**src/rtl/exc_vec_pkg.sv**
```systemverilog
package exc_vec_pkg;
  localparam int PSR_W  = 32;
  localparam int MODE_W = 5;
  localparam int NSRC   = 7;
  localparam int IDX_W  = $clog2(NSRC);
  localparam int BIT_I  = 7;
  localparam int BIT_F  = 6;
  localparam int BIT_T  = 5;

  // index is the rank: 0 wins over everything
  typedef enum logic [IDX_W-1:0] {
    SRC_RESET = 3'd0,
    SRC_DABT  = 3'd1,
    SRC_FIQ   = 3'd2,
    SRC_IRQ   = 3'd3,
    SRC_PABT  = 3'd4,
    SRC_UNDEF = 3'd5,
    SRC_SWI   = 3'd6
  } src_e;

  typedef enum logic [MODE_W-1:0] {
    MODE_USR = 5'h10,
    MODE_FIQ = 5'h11,
    MODE_IRQ = 5'h12,
    MODE_SVC = 5'h13,
    MODE_ABT = 5'h17,
    MODE_UND = 5'h1B,
    MODE_SYS = 5'h1F
  } mode_e;

  function automatic logic [7:0] vec_offset(src_e s);
    case (s)
      SRC_RESET: return 8'h00;
      SRC_UNDEF: return 8'h04;
      SRC_SWI:   return 8'h08;
      SRC_PABT:  return 8'h0C;
      SRC_DABT:  return 8'h10;
      SRC_IRQ:   return 8'h18;
      SRC_FIQ:   return 8'h1C;
      default:   return 8'h00;
    endcase
  endfunction

  function automatic mode_e mode_of(src_e s);
    case (s)
      SRC_FIQ:             return MODE_FIQ;
      SRC_IRQ:             return MODE_IRQ;
      SRC_PABT, SRC_DABT:  return MODE_ABT;
      SRC_UNDEF:           return MODE_UND;
      default:             return MODE_SVC;
    endcase
  endfunction

  function automatic logic [PSR_W-1:0] entry_psr(logic [PSR_W-1:0] old, src_e s);
    logic [PSR_W-1:0] r;
    r = old;
    r[BIT_T] = 1'b0;
    r[BIT_I] = 1'b1;
    if (s == SRC_RESET || s == SRC_FIQ) r[BIT_F] = 1'b1;
    r[MODE_W-1:0] = mode_of(s);
    return r;
  endfunction
endpackage

```
**src/rtl/exc_vec_gate.sv**
```systemverilog
module exc_vec_gate
  import exc_vec_pkg::*;
(
  input  logic [NSRC-1:0] raw_req,
  input  logic            irq_off,
  input  logic            fiq_off,
  output logic [NSRC-1:0] ok_req
);
  for (genvar g = 0; g < NSRC; g++) begin : g_src
    if (g == int'(SRC_IRQ)) begin : g_irq
      assign ok_req[g] = raw_req[g] & ~irq_off;
    end else if (g == int'(SRC_FIQ)) begin : g_fiq
      assign ok_req[g] = raw_req[g] & ~fiq_off;
    end else begin : g_pass
      assign ok_req[g] = raw_req[g];
    end
  end
endmodule

```
**src/rtl/exc_vec_pick.sv**
```systemverilog
module exc_vec_pick
  import exc_vec_pkg::*;
(
  input  logic [NSRC-1:0]  req,
  output logic [NSRC-1:0]  onehot,
  output logic [IDX_W-1:0] idx
);
  // lowest index wins; scan from the bottom rank upward
  always_comb begin
    onehot = '0;
    idx    = '0;
    for (int i = NSRC - 1; i >= 0; i--) begin
      if (req[i]) begin
        onehot    = '0;
        onehot[i] = 1'b1;
        idx       = i[IDX_W-1:0];
      end
    end
  end
endmodule

```
**src/rtl/exc_vec_stage.sv**
```systemverilog
module exc_vec_stage
  import exc_vec_pkg::*;
#(
  parameter int ADDR_W = 32
) (
  input  logic              clk,
  input  logic              rst_n,
  input  logic              hit,
  input  src_e              src,
  input  logic [PSR_W-1:0]  psr,
  input  logic [ADDR_W-1:0] ret_addr,
  output logic              take,
  output logic [ADDR_W-1:0] vector,
  output logic [MODE_W-1:0] mode,
  output logic              irq_mask,
  output logic              fiq_mask,
  output logic [PSR_W-1:0]  new_psr,
  output logic              save_en,
  output logic [PSR_W-1:0]  saved_psr,
  output logic [ADDR_W-1:0] link
);
  logic [PSR_W-1:0] nxt_psr;
  logic             is_rst;

  assign nxt_psr = entry_psr(psr, src);
  assign is_rst  = (src == SRC_RESET);

  always_ff @(posedge clk or negedge rst_n) begin
    if (!rst_n) begin
      take      <= 1'b0;
      vector    <= '0;
      mode      <= '0;
      irq_mask  <= 1'b0;
      fiq_mask  <= 1'b0;
      new_psr   <= '0;
      save_en   <= 1'b0;
      saved_psr <= '0;
      link      <= '0;
    end else if (hit) begin
      take      <= 1'b1;
      vector    <= ADDR_W'(vec_offset(src));
      mode      <= mode_of(src);
      irq_mask  <= nxt_psr[BIT_I];
      fiq_mask  <= nxt_psr[BIT_F];
      new_psr   <= nxt_psr;
      save_en   <= ~is_rst;
      saved_psr <= is_rst ? '0 : psr;
      link      <= is_rst ? '0 : ret_addr;
    end else begin
      take      <= 1'b0;
      vector    <= '0;
      mode      <= '0;
      irq_mask  <= 1'b0;
      fiq_mask  <= 1'b0;
      new_psr   <= '0;
      save_en   <= 1'b0;
      saved_psr <= '0;
      link      <= '0;
    end
  end
endmodule

```
**src/rtl/exc_vector_unit.sv**
```systemverilog
module exc_vector_unit
  import exc_vec_pkg::*;
#(
  parameter int ADDR_W = 32
) (
  input  logic              clk,
  input  logic              rst_n,
  input  logic              req_reset_i,
  input  logic              req_undef_i,
  input  logic              req_swi_i,
  input  logic              req_pabt_i,
  input  logic              req_dabt_i,
  input  logic              req_irq_i,
  input  logic              req_fiq_i,
  input  logic [31:0]       psr_i,
  input  logic [ADDR_W-1:0] ret_addr_i,
  output logic              take_o,
  output logic [ADDR_W-1:0] vector_o,
  output logic [4:0]        mode_o,
  output logic              irq_mask_o,
  output logic              fiq_mask_o,
  output logic [31:0]       new_psr_o,
  output logic              save_en_o,
  output logic [31:0]       saved_psr_o,
  output logic [ADDR_W-1:0] link_o
);
  logic [NSRC-1:0]  raw_req;
  logic [NSRC-1:0]  elig_req;
  logic [NSRC-1:0]  win_onehot;
  logic [IDX_W-1:0] win_idx;
  logic             win_valid;

  // bit position = rank
  assign raw_req = {req_swi_i, req_undef_i, req_pabt_i, req_irq_i,
                    req_fiq_i, req_dabt_i, req_reset_i};

  exc_vec_gate u_gate (
    .raw_req (raw_req),
    .irq_off (psr_i[BIT_I]),
    .fiq_off (psr_i[BIT_F]),
    .ok_req  (elig_req)
  );

  exc_vec_pick u_pick (
    .req    (elig_req),
    .onehot (win_onehot),
    .idx    (win_idx)
  );

  assign win_valid = |win_onehot;

  exc_vec_stage #(.ADDR_W(ADDR_W)) u_stage (
    .clk       (clk),
    .rst_n     (rst_n),
    .hit       (win_valid),
    .src       (src_e'(win_idx)),
    .psr       (psr_i),
    .ret_addr  (ret_addr_i),
    .take      (take_o),
    .vector    (vector_o),
    .mode      (mode_o),
    .irq_mask  (irq_mask_o),
    .fiq_mask  (fiq_mask_o),
    .new_psr   (new_psr_o),
    .save_en   (save_en_o),
    .saved_psr (saved_psr_o),
    .link      (link_o)
  );
endmodule

```
**config.mk**
```make
export PLATFORM = sky130hd
export DESIGN_NAME = exc_vector_unit
export DESIGN_NICKNAME = d
export VERILOG_FILES = /design/src/rtl/exc_vec_pkg.sv /design/src/rtl/exc_vec_gate.sv /design/src/rtl/exc_vec_pick.sv /design/src/rtl/exc_vec_stage.sv /design/src/rtl/exc_vector_unit.sv
export SDC_FILE = /design/constraint.sdc
export NUM_CORES = 1
export LEC_CHECK = 0
export BUFFER_PORTS_ARGS = -buffer_cell sky130_fd_sc_hd__buf_4
export CORE_MARGIN = 3
export CORE_UTILIZATION = 39
export CTS_CLUSTER_DIAMETER = 50
export DETAILED_ROUTE_END_ITERATION = 12
export GPL_ROUTABILITY_DRIVEN = 0
export MAX_ROUTING_LAYER = met4
export PLACE_DENSITY = 0.76
export SYNTH_ARGS = -nofsm -noshare
export SYNTH_HDL_FRONTEND = slang
export SYNTH_SLANG_ARGS = --single-unit
```
**constraint.sdc**
```tcl
create_clock -name clk -period 0.8 [get_ports clk]
set_input_delay 0.16 -clock clk [delete_from_list [all_inputs] [get_ports clk]]
set_output_delay 0.16 -clock clk [all_outputs]
set_load 0.005 [all_outputs]
```
==> results_dict.tcl <==
set metrics [dict create \
    cp_slowest_stage_delay_ns 0.46 \
    syn_area_um2 3540 \
    grt_overflow 0 \
    setup_slack_ns -0.317 \
    place_area_um2 4970 \
    slew_violations 0 \
    vias 2598 \
    critPathKind "reg -> out" \
    synth-seq-cells 98 \
    die_height_um 101 \
    grt_pass1_wl_um 14700 \
    ios 210 \
    leakagePower_uw 0.00301 \
    drive_gt1_frac 0.590 \
    fin_area_um2 5930 \
    met1_usage 0.221 \
    required_ns 0.64 \
    antenna_found_initial 0 \
    status "complete, but fails checks" \
    arrival_ns 0.96 \
    gr-usage-met2 0.346 \
    cts_buffers 9 \
    start_kind "flop" \
    synth_cell_types 24 \
    drt_iter0_markers 61 \
    die_width_um 101 \
    synth_xor_area_frac 0 \
    grt_usage 0.199 \
    clock_path_buffers 2 \
    powerDensity_nw_per_um2 1710 \
    routedWlPerCell_um 17.3 \
    h-tree-depth 3 \
    yosysWarnings 0 \
    first_global_vias 2745 \
    cts-root-buf "clkbuf_8" \
    synthSimpleGateAreaFrac 0.176 \
    critical_path.max_fanout 5 \
    critPathBufInv 1 \
    holdWs_ns 0.0236 \
    dieArea_um2 10300 \
    top_usage_layer "met2" \
    fp.coreArea_um2 8760 \
    dp_cells 545 \
    failed_checks "negative setup slack" \
    critical_path.top_delay_family "flip-flops" \
    clk_pin_slew_ns 0.11 \
    setup_viol 173 \
    hp-start "ret_addr_i[24]" \
    rsz0062_at_grt "true" \
    syn2layout_area_growth_pct 67.5 \
    syn_inst 262 \
    synthMuxAreaShare 0 \
    synth_compound_area_frac 0.0205 \
    cts_tree "done" \
    via_per_inst 4.51 \
    num_rows 34 \
    worstSetupEndpointType "primary output" \
    worstHoldPathCells 2 \
    initial_core_util 0.404 \
    drc 0 \
    finalNonFillerCells 576 \
    fin_crit_sh 1.40 \
    use_met3 0.0496 \
    ir_worst_vdd_mv 0.935 \
    nets 536 \
    portBuffers 179 \
    n_antenna_cell 0 \
    routed_wl_um 9990 \
    crit_path_cell_trace "buf_4" \
    synth_top_family_by_area "simple AND/OR/NAND/NOR gates" \
    period_needed_ns 1.12 \
    synth_fa_ha_area_frac 0 \
    dr.pass1.iters 4 \
    cts_sinks 98 \
    power_uw 10200 \
    place.detailed.hpwl_um 6490 \
    grt_max_degree 53 \
    holdPathEnd "u_stage.link[24]" \
    maxClockFrequency_mhz 895 \
    syn_area_per_cell_um2 13.5 \
    hold_path_class "in -> reg" \
    synth_seq_area_share 0.693 \
    antenna_left 0 \
    cap_violations 0 \
    crit_slowest_cell "dfrtp_2" \
    fin_setup_tns_ns -35.77 \
    hold_violations 0 \
]
## routing by layer
layer,vias to the layer above,wire length (um)
met5,-,0
met4,0,181
met2,143,5390
met3,14,938
met1,1295,3480
li1,1146,-
## logic make-up (layout without fill, tap and decap cells)
family | count (synthesis) | count (layout)
buffers and inverters | 52 | 229
AND/OR/NAND/NOR | 101 | 101
other | 1 | 30
flip-flops | 98 | 98
AO/OA/AOI/OAI | 10 | 10
## cells in the final DEF (no fill, tap or decap), types with 3 or more instances in the layout
master,count
and2_1,44
and2_4,44
buf_12,5
buf_16,5
buf_4,88
buf_6,109
clkbuf_8,9
clkinv_4,3
conb_1,30
dfrtp_1,97
dlygate4sd3_1,3
nand3_1,3
## Yosys cell counts
| cell | number | area share |
|---|---|---|
| o31ai_1 | 1 | 0.0021 |
| nor2b_1 | 1 | 0.0018 |
| buf_6 | 5 | 0.016 |
| nor4_2 | 1 | 0.0035 |
| nand4_1 | 1 | 0.0018 |
| a21boi_0 | 1 | 0.0021 |
| inv_1 | 2 | 0.0021 |
| nand2b_1 | 2 | 0.0035 |
| a211o_1 | 1 | 0.0025 |
| a311o_1 | 1 | 0.0028 |
| nor3_1 | 2 | 0.0028 |
| nand2_1 | 2 | 0.0021 |
| buf_4 | 40 | 0.085 |
| buf_2 | 4 | 0.0057 |
| clkbuf_1 | 1 | 0.0011 |
| o211ai_1 | 1 | 0.0021 |
| a21oi_1 | 2 | 0.0028 |
| and2_1 | 88 | 0.16 |
| conb_1 | 1 | 0.0011 |
| nand3_1 | 3 | 0.0042 |
| a31oi_1 | 2 | 0.0035 |
| dfrtp_1 | 98 | 0.69 |
| nor2_1 | 1 | 0.0011 |
| o31a_1 | 1 | 0.0025 |
## flip-flops by register name, summed over array words and instances, names as in the netlist
signal,flops
u_stage.saved_psr,32
u_stage.vector,3
u_stage.link,32
u_stage.mode,4
u_stage.save_en,1
u_stage.new_psr,26
## final cells by class
cell class / count / area, um^2
inverters: 2 / 7.51
clock inverters: 6 / 57.6
fillers: 594 / 2830
flip-flops and latches: 98 / 2450
multi-input cells: 141 / 978
repair buffers: 211 / 2170
clock buffers: 10 / 128
well taps: 108 / 135
## timing repair
action	in CTS	in global routing
buffers inserted	7	1
pin swaps	4	0
hold buffers	3	0
endpoints found under the hold margin	100	0
gates resized for setup	156	12
endpoints found under the setup margin	191	183
cloned	6	1
## metrics by stage
stage | setup WS (ns) | utilization
after floorplan | -0.271 | -
after global routing | -0.356 | 0.677
after global placement | -0.437 | 0.568
after CTS | -0.340 | 0.677
final | -0.317 | 0.677
after detailed placement | -0.486 | 0.568
## worst max path at each step
| stage | end | cells after the start | slack, ns | startpoint |
|---|---|---|---|---|
| detailed placement | u_stage.saved_psr[0] | 5 | -0.49 | req_swi_i |
| CTS | irq_mask_o | 1 | -0.34 | u_stage.new_psr[7] |
| finish | irq_mask_o | 1 | -0.32 | u_stage.new_psr[7] |
| global placement | u_stage.link[3] | 5 | -0.44 | req_swi_i |
| global route | irq_mask_o | 1 | -0.36 | u_stage.new_psr[7] |
| floorplan | u_stage.link[0] | 5 | -0.27 | req_swi_i |
## power breakdown
part	internal, uW	switching (uW)	leakage, uW
Combinational	1170	623	0.00169
Clock	1210	1800	0.0000949
Sequential	5210	145	0.00122
Total	7590	2570	0.00301
Note: power is estimated with default switching activity, not from simulation.
